**src/rtl/dsc_win_cnt.sv**
```systemverilog
module dsc_win_cnt #(
  parameter int CW = 8
) (
  input  logic          clk,
  input  logic          rst_n,
  input  logic          load,
  input  logic [CW-1:0] gap,
  output logic          idle
);
  logic [CW-1:0] cnt, dec, ld_val, nxt;

  always_comb begin
    dec    = (cnt == '0) ? '0 : cnt - CW'(1);
    ld_val = (gap == '0) ? '0 : gap - CW'(1);
    nxt    = (load && (ld_val > dec)) ? ld_val : dec;
  end

  always_ff @(posedge clk or negedge rst_n) begin
    if (!rst_n) cnt <= '0;
    else        cnt <= nxt;
  end

  assign idle = (cnt == '0);

  // an open window without new load shrinks by exactly one per cycle
  p_count_down_r9: assert property (@(posedge clk) disable iff (!rst_n)
    (!load && cnt != '0) |=> (cnt == $past(cnt) - CW'(1)));

  // a closed window stays closed when nothing loads it
  p_idle_holds_r11: assert property (@(posedge clk) disable iff (!rst_n)
    (!load && idle) |=> idle);

  // a load never shortens a window that is still open
  p_no_shrink_r9: assert property (@(posedge clk) disable iff (!rst_n)
    (load && cnt > CW'(1)) |=> (cnt >= $past(cnt) - CW'(1)));

endmodule

```
**src/rtl/dsc_bank_guard.sv**
```systemverilog
module dsc_bank_guard #(
  parameter int NB = 8,
  parameter int CW = 8,
  localparam int BW = (NB > 1) ? $clog2(NB) : 1
) (
  input  logic          clk,
  input  logic          rst_n,
  input  logic          rd_go,
  input  logic          wr_go,
  input  logic [BW-1:0] bank,
  input  logic [CW-1:0] g_rd2pre,
  input  logic [CW-1:0] g_wr2pre,
  output logic [NB-1:0] pre_ready
);

  for (genvar b = 0; b < NB; b++) begin : g_bank
    logic hit, rtp_idle, wrec_idle;
    assign hit = (bank == BW'(b));

    dsc_win_cnt #(.CW(CW)) u_rtp (
      .clk(clk), .rst_n(rst_n), .load(rd_go && hit), .gap(g_rd2pre), .idle(rtp_idle));
    dsc_win_cnt #(.CW(CW)) u_wrec (
      .clk(clk), .rst_n(rst_n), .load(wr_go && hit), .gap(g_wr2pre), .idle(wrec_idle));

    assign pre_ready[b] = rtp_idle && wrec_idle;

    // traffic to another bank leaves this bank's readiness alone
    p_bank_isolated_r7: assert property (@(posedge clk) disable iff (!rst_n)
      (pre_ready[b] && !((rd_go || wr_go) && hit)) |=> pre_ready[b]);
  end

endmodule

```
**config.mk**
```make
export PLATFORM = sky130hd
export DESIGN_NAME = dsc_bank_guard
export DESIGN_NICKNAME = d
export VERILOG_FILES = /design/src/rtl/dsc_win_cnt.sv /design/src/rtl/dsc_bank_guard.sv
export SDC_FILE = /design/constraint.sdc
export NUM_CORES = 1
export LEC_CHECK = 0
export BUFFER_PORTS_ARGS = -buffer_cell sky130_fd_sc_hd__clkbuf_2
export CORE_ASPECT_RATIO = 1.75
export CORE_UTILIZATION = 34
export CTS_BUF_LIST = sky130_fd_sc_hd__clkbuf_16
export DETAILED_ROUTE_END_ITERATION = 10
export GPL_TIMING_DRIVEN = 1
export SLEW_MARGIN = 10
export SYNTH_ARGS = -nofsm -noshare
export SYNTH_HDL_FRONTEND = slang
export SYNTH_HIERARCHICAL = 1
export SYNTH_SLANG_ARGS = --single-unit
```
**constraint.sdc**
```tcl
create_clock -name clk -period 3.2 [get_ports clk]
set_clock_uncertainty 0.2 [all_clocks]
set_input_delay 0.96 -clock clk [delete_from_list [all_inputs] [get_ports clk]]
set_output_delay 0.96 -clock clk [all_outputs]
set_load 0.1 [all_outputs]
```
# Yosys cells after proc, flatten, opt, wreduce, memory -nomap -nowiden
# Index checks and enable logic that the tools add are counted.
[totals]
regBits = 128
input_bits = 23
out_inout_bits = 8
elab_cells = 150
[classes]
n_addsub = 18
n_lt_le_gt_ge = 16
n_eq_ne = 7
mux = 34
n_reduce_logical = 59
[op_table]
columns = ["cell", "count"]
rows = [
  ["8-bit 2-to-1 mux", 34],
  ["8-bit zero test", 18],
  ["8-bit by 1-bit subtractor with 8-bit output, second input constant", 18],
  ["8-bit > comparator", 16],
  ["1-bit logical AND", 40],
  ["3-bit equality test, second input constant", 4],
  ["3-bit by 2-bit equality test with 1-bit output, second input constant", 2],
  ["3-bit by 1-bit equality test with 1-bit output, second input constant", 1],
  ["3-bit zero test", 1],
]

# Logic depth before layout (Yosys ltp)
[depth]
depth_word = 5
ltp_mapped = 13
ltp_nobuf = 13

# By module
# The synthesis kept the hierarchy.
[by_module_without_submodules]
columns = ["module", "n_inst", "cells_each", "area_each_um2", "seq_area_each_um2"]
rows = [
  ["dsc_win_cnt (g_bank[0].u_rtp ...)", 15, 99, 888.4, 200.2],
  ["dsc_win_cnt (g_bank[3].u_rtp)", 1, 100, 880.8, 200.2],
  ["dsc_bank_guard", 1, 27, 285.3, 0.0],
]

# Worst setup path after synthesis
# No wires, ideal clock.
[synth_timing]
kind = "input to register"
from = "input port g_rd2pre[0]"
to = "register g_bank[0].u_rtp.cnt[0]"
setup_ns = 0.125
arrival_time_ns = 2.848
required_ns = 2.875
slack_ns = 0.027
path_stages = 12
cell_sequence = "inv_1 -> ha_1 -> nor4b_4 -> nor3_1 -> a21oi_1 -> inv_1 -> ha_1 -> nand2_1 -> o21a_1 -> nand2_1 -> o2111ai_4 -> mux2_4"
[synth_between]
elab_chain_len = 5
word_cells_on_any_way = 6
cone_classes = "add/sub: 1; order compare: 1; mux: 2; reduce/logical: 2"
[synth_rtl]
columns = ["item", "line_no", "source"]
rows = [
  ["start: declaration", "dsc_bank_guard.sv:11", "input logic [CW-1:0] g_rd2pre,"],
  ["8-bit by 1-bit subtractor with 8-bit output / 8-bit zero test (equally long branches)", "dsc_win_cnt.sv:14", "ld_val = (gap == '0) ? '0 : gap - CW'(1);"],
  ["8-bit 2-to-1 mux (*)", "dsc_win_cnt.sv:14", ""],
  ["8-bit > comparator", "dsc_win_cnt.sv:15", "nxt = (load && (ld_val > dec)) ? ld_val : dec;"],
  ["1-bit logical AND", "dsc_win_cnt.sv:15", ""],
  ["8-bit 2-to-1 mux (*)", "dsc_win_cnt.sv:15", ""],
  ["via g_bank[0].u_rtp.nxt[0]", "dsc_win_cnt.sv:10", "logic [CW-1:0] cnt, dec, ld_val, nxt;"],
  ["end signal: assignment", "dsc_win_cnt.sv:20", "else cnt <= nxt;"],
  ["end: declaration", "dsc_win_cnt.sv:10", ""],
]
# Mark *: on every way through the listed nets, which the timed path passes. The rest lies on a longest branch.

# Worst setup path in the final report
[layout_timing]
from = "input port g_rd2pre[0]"
to = "register g_bank[2].u_rtp.cnt[6]"
[layout_between]
elab_chain_len = 5
word_cells_on_any_way = 6
cone_classes = "add/sub: 1; order compare: 1; mux: 2; reduce/logical: 2"
[layout_rtl]
columns = ["item", "line_no"]
rows = [
  ["8-bit by 1-bit subtractor with 8-bit output / 8-bit zero test (equally long branches)", "dsc_win_cnt.sv:14"],
  ["8-bit 2-to-1 mux (*)", "dsc_win_cnt.sv:14"],
  ["8-bit > comparator", "dsc_win_cnt.sv:15"],
  ["1-bit logical AND", "dsc_win_cnt.sv:15"],
  ["8-bit 2-to-1 mux (*)", "dsc_win_cnt.sv:15"],
  ["via g_bank[2].u_rtp.nxt[6]", "dsc_win_cnt.sv:10"],
  ["end signal: assignment", "dsc_win_cnt.sv:20"],
  ["end: declaration", "dsc_win_cnt.sv:10"],
]
# Marked as above.

==> run summary <==
========================================================================================================
Antenna violations before repair                                                                       0
Number of buffers between clock root and the deepest sink                                              2
Pre-CTS setup slack                                                                            -0.638 ns
Overall track demand over capacity in global routing                                               0.176
Slew headroom                                                                                      0.592
Biggest fanout along the worst timing path                                                             6
Core region area                                                                               41900 µm²
Max Cap Violations                                                                                     0
Std cell rows                                                                                         99
Placed insts                                                                                        2470
Share of synthesized area occupied by flip-flops and latches                                       0.221
Final routed DRC violation total                                                                       0
Peak Freq                                                                                      0.314 GHz
Antenna diode count                                                                                    0
Post-route minimum period                                                                        3.19 ns
Fraction of layout cells with a size suffix above 1                                                0.390
Power density over the cells                                                                  655 nW/µm²
Routability congestion estimate from global placement                                              0.841
Per-cell routed wire length                                                                      15.1 µm
Type of the setup path with the least slack                                                    in -> reg
Port Buf Inserts                                                                                      30
Leakage Power                                                                                    9.69 nW
Destination of the worst register-to-register timing path                                   g_bank[6].u_rtp/cnt[3]
First-pass GRT wire length                                                                      61100 µm
Area growth from synthesis to final layout                                                         37.2%
Area of combinational cells with multiple inputs                                               11500 µm²
Worst endpoint data arrival time                                                                 3.30 ns
TritonCTS clock tree                                                                               built
Post-CTS clock slew at the launch and capture registers of the worst setup and hold paths        0.06 ns
Min-delay worst type                                                                         in -> async
Unique cell type count in the Yosys netlist                                                           33
Crit path required time                                                                          3.31 ns
Number of failing hold endpoints at the final stage                                                    0
Final-stage net count                                                                               2211
Slew at the pin closest to its max-slew limit                                                   0.612 ns
Total of hold buffers inserted after clock tree synthesis                                              0
Flip-flop cell with the highest count after synthesis                                       sky130_fd_sc_hd__dfrtp_1
Filler cell count                                                                                   3993
Drt pass-1 iters                                                                                       4
Setup WS post-layout                                                                           0.0114 ns
Die extent in y                                                                                   275 µm
Reg2Reg Depth                                                                                         14
Placed wire-length estimate after detailed placement                                            29100 µm
Number of warning messages in the yosys log                                                            6
DIE AREA                                                                                       43500 µm²
Maximum ir drop on the vdd rail                                                                   346 µV
Total number of vias                                                                               12952
Ports                                                                                                 31
Top library cells by usage in the layout, fill and taps aside                               sky130_fd_sc_hd__buf_4 (308), sky130_fd_sc_hd__inv_1 (163), sky130_fd_sc_hd__ha_1 (141)
Inserted Clock Buffers                                                                                17
Outcome                                                                                     complete, no violations
Initial standard-cell utilization of the core                                                      0.346
Overflow after GRT                                                                                     0
Width of the die                                                                                  158 µm
Non-Filler Instances                                                                                2562
Area of the mapped netlist                                                                     14500 µm²
Average size of a mapped cell                                                                   8.99 µm²
Post-Syn Instances                                                                                  1612
Post-Syn Nets                                                                                       1827
Number of clock sinks                                                                                128
Number of enable flip-flop cells after synthesis                                                       0
Max-slew violation count                                                                               0
Post-synthesis register bit count                                                                    128
Async set-or-reset flop fraction in the synthesized netlist                                         1.00
Starting DRT DRC Count                                                                               327
Setup slack of the worst register-to-register path                                               0.17 ns
Post-route cell area                                                                           19900 µm²
Endpoint type of the worst setup path                                                           register
Total Negative Setup Slacks                                                                         0 ns
Routed Antenna Nets                                                                                    0
Root buffer cell                                                                            sky130_fd_sc_hd__clkbuf_16
Largest net degree at the start of global routing                                                     49
Area after DPL                                                                                 17600 µm²
Critical R2R Launch                                                                         g_bank[6].u_rtp/cnt[0]
Crit start category                                                                         primary input
Register area                                                                                   3200 µm²
Vias in the first global route                                                                     13420
Count of endpoints failing setup in the final report                                                   0
Avg Vias per Cell                                                                                   5.06
H-Tree Level Count                                                                                     4
Clk Latency, worst-skew pair                                                                     0.45 ns
Most common cell after layout, fill and taps aside                                          sky130_fd_sc_hd__buf_4
Final period util                                                                                  0.996
Unrepaired setup endpoints after global routing                                                      yes
Final wirelength                                                                                38600 µm
========================================================================================================
[synthesized netlist by cell type, types with 2 or more instances]
cell                        number  share of area
sky130_fd_sc_hd__and4b_2         6         0.0047
sky130_fd_sc_hd__nand3_1        31          0.011
sky130_fd_sc_hd__dfrtp_1       128           0.22
sky130_fd_sc_hd__inv_2          15         0.0039
sky130_fd_sc_hd__nor2b_1        16         0.0069
sky130_fd_sc_hd__nand2_1        99          0.026
sky130_fd_sc_hd__inv_1         193          0.050
sky130_fd_sc_hd__nand2_2        15         0.0065
sky130_fd_sc_hd__o211ai_1       16         0.0083
sky130_fd_sc_hd__or2_1          47          0.020
sky130_fd_sc_hd__nor4b_4        32          0.052
sky130_fd_sc_hd__buf_6           3         0.0023
sky130_fd_sc_hd__and2_4         16         0.0097
sky130_fd_sc_hd__and2_1          8         0.0035
sky130_fd_sc_hd__and4bb_2        6         0.0052
sky130_fd_sc_hd__nor3b_1        17         0.0088
sky130_fd_sc_hd__nand3b_1       47          0.024
sky130_fd_sc_hd__a21oi_1       144          0.050
sky130_fd_sc_hd__mux2i_1       110          0.076
sky130_fd_sc_hd__nor3_2         46          0.032
sky130_fd_sc_hd__xnor2_1        48          0.029
sky130_fd_sc_hd__mux2_4         33          0.034
sky130_fd_sc_hd__xor2_1         33          0.020
sky130_fd_sc_hd__nand4_1        32          0.014
sky130_fd_sc_hd__nor2_1        113          0.029
sky130_fd_sc_hd__nor3_1        129          0.045
sky130_fd_sc_hd__o2111ai_4      16          0.029
sky130_fd_sc_hd__and4_2          2         0.0014
sky130_fd_sc_hd__o21a_1         16         0.0083
sky130_fd_sc_hd__ha_1          192           0.17
[flip-flops by register name, indices dropped and copies added, names as in the netlist]
name and cells:
g_bank.u_rtp/cnt 64, g_bank.u_wrec/cnt 64
[kinds of logic after synthesis]
family	count (synthesis)	synth area share
flip-flops	128	0.221
AND/OR/NAND/NOR	665	0.303
adder cells (fa/ha/maj)	192	0.166
AO/OA/AOI/OAI	192	0.0953
XOR/XNOR	81	0.0490
buffers and inverters	211	0.0562
multiplexers	143	0.110
[where the power goes]
part / internal, mW / switching [mW] / total, mW
clock: 1.11 / 0.742 / 1.85
sequential: 2.45 / 1.02 / 3.47
combinational: 3.69 / 4.00 / 7.70
total: 7.25 / 5.77 / 13.0
[critical path, stage by stage]
cell and delay (ns):
sky130_fd_sc_hd__buf_12 0.12, sky130_fd_sc_hd__clkbuf_16 0.17, sky130_fd_sc_hd__inv_4 0.05, sky130_fd_sc_hd__ha_2 0.15
sky130_fd_sc_hd__nor4b_4 0.28, sky130_fd_sc_hd__nor3_1 0.10, sky130_fd_sc_hd__a21oi_1 0.20, sky130_fd_sc_hd__inv_1 0.07
sky130_fd_sc_hd__ha_1 0.30, sky130_fd_sc_hd__nand2_1 0.05, sky130_fd_sc_hd__o21a_1 0.19, sky130_fd_sc_hd__nand3_2 0.10
sky130_fd_sc_hd__o2111ai_4 0.17, sky130_fd_sc_hd__buf_12 0.19, sky130_fd_sc_hd__mux2i_4 0.18
[routing by layer]
metal / track usage / vias to the layer above / share of wire
met1: 0.174 / 6257 / 0.38
met4: 0.0916 / 0 / 0.035
met3: 0.0198 / 85 / 0.017
met5: 0 / - / 0
met2: 0.351 / 167 / 0.57
li1: - / 6443 / -
[how the worst max path moves through the flow]
stage | startpoint | end | slack, ns | cells past startpoint
final | g_rd2pre[0] | g_bank[2].u_rtp/cnt[6] | 0.01 | 15
after global routing | g_rd2pre[0] | g_bank[0].u_rtp/cnt[7] | -0.09 | 13
after CTS | g_rd2pre[0] | g_bank[3].u_rtp/cnt[4] | -0.003 | 14
after detailed placement | g_wr2pre[0] | g_bank[6].u_wrec/cnt[6] | -0.64 | 14
after global placement | g_wr2pre[0] | g_bank[6].u_wrec/cnt[5] | -0.56 | 14
after floorplan | g_rd2pre[0] | g_bank[0].u_rtp/cnt[0] | 0.03 | 12
[area by class of cell]
cell class / count / share of cell area
timing repair buffer: 368 / 0.155
sequential: 128 / 0.161
clock buffer: 17 / 0.0214
inverter: 208 / 0.0417
clock inverter: 13 / 0.00541
tap: 555 / 0.0349
multi-input combinational: 1273 / 0.580
[repair_timing]
action	in CTS	in global routing
gates resized for setup	28	253
endpoints found under the setup margin	112	135
pin swaps	3	87
gates cloned	0	2
setup buffers	19	41
[stage by stage]
step	total power, mW	hold slack (ns)	utilization
finish	13.0	0.245	0.475
global route	14.2	0.279	0.475
CTS	12.2	0.253	0.439
detailed placement	10.2	0.429	0.421
global placement	9.87	0.407	0.421
floorplan	8.28	0.377	-
Power figures use the tool's default switching activity.
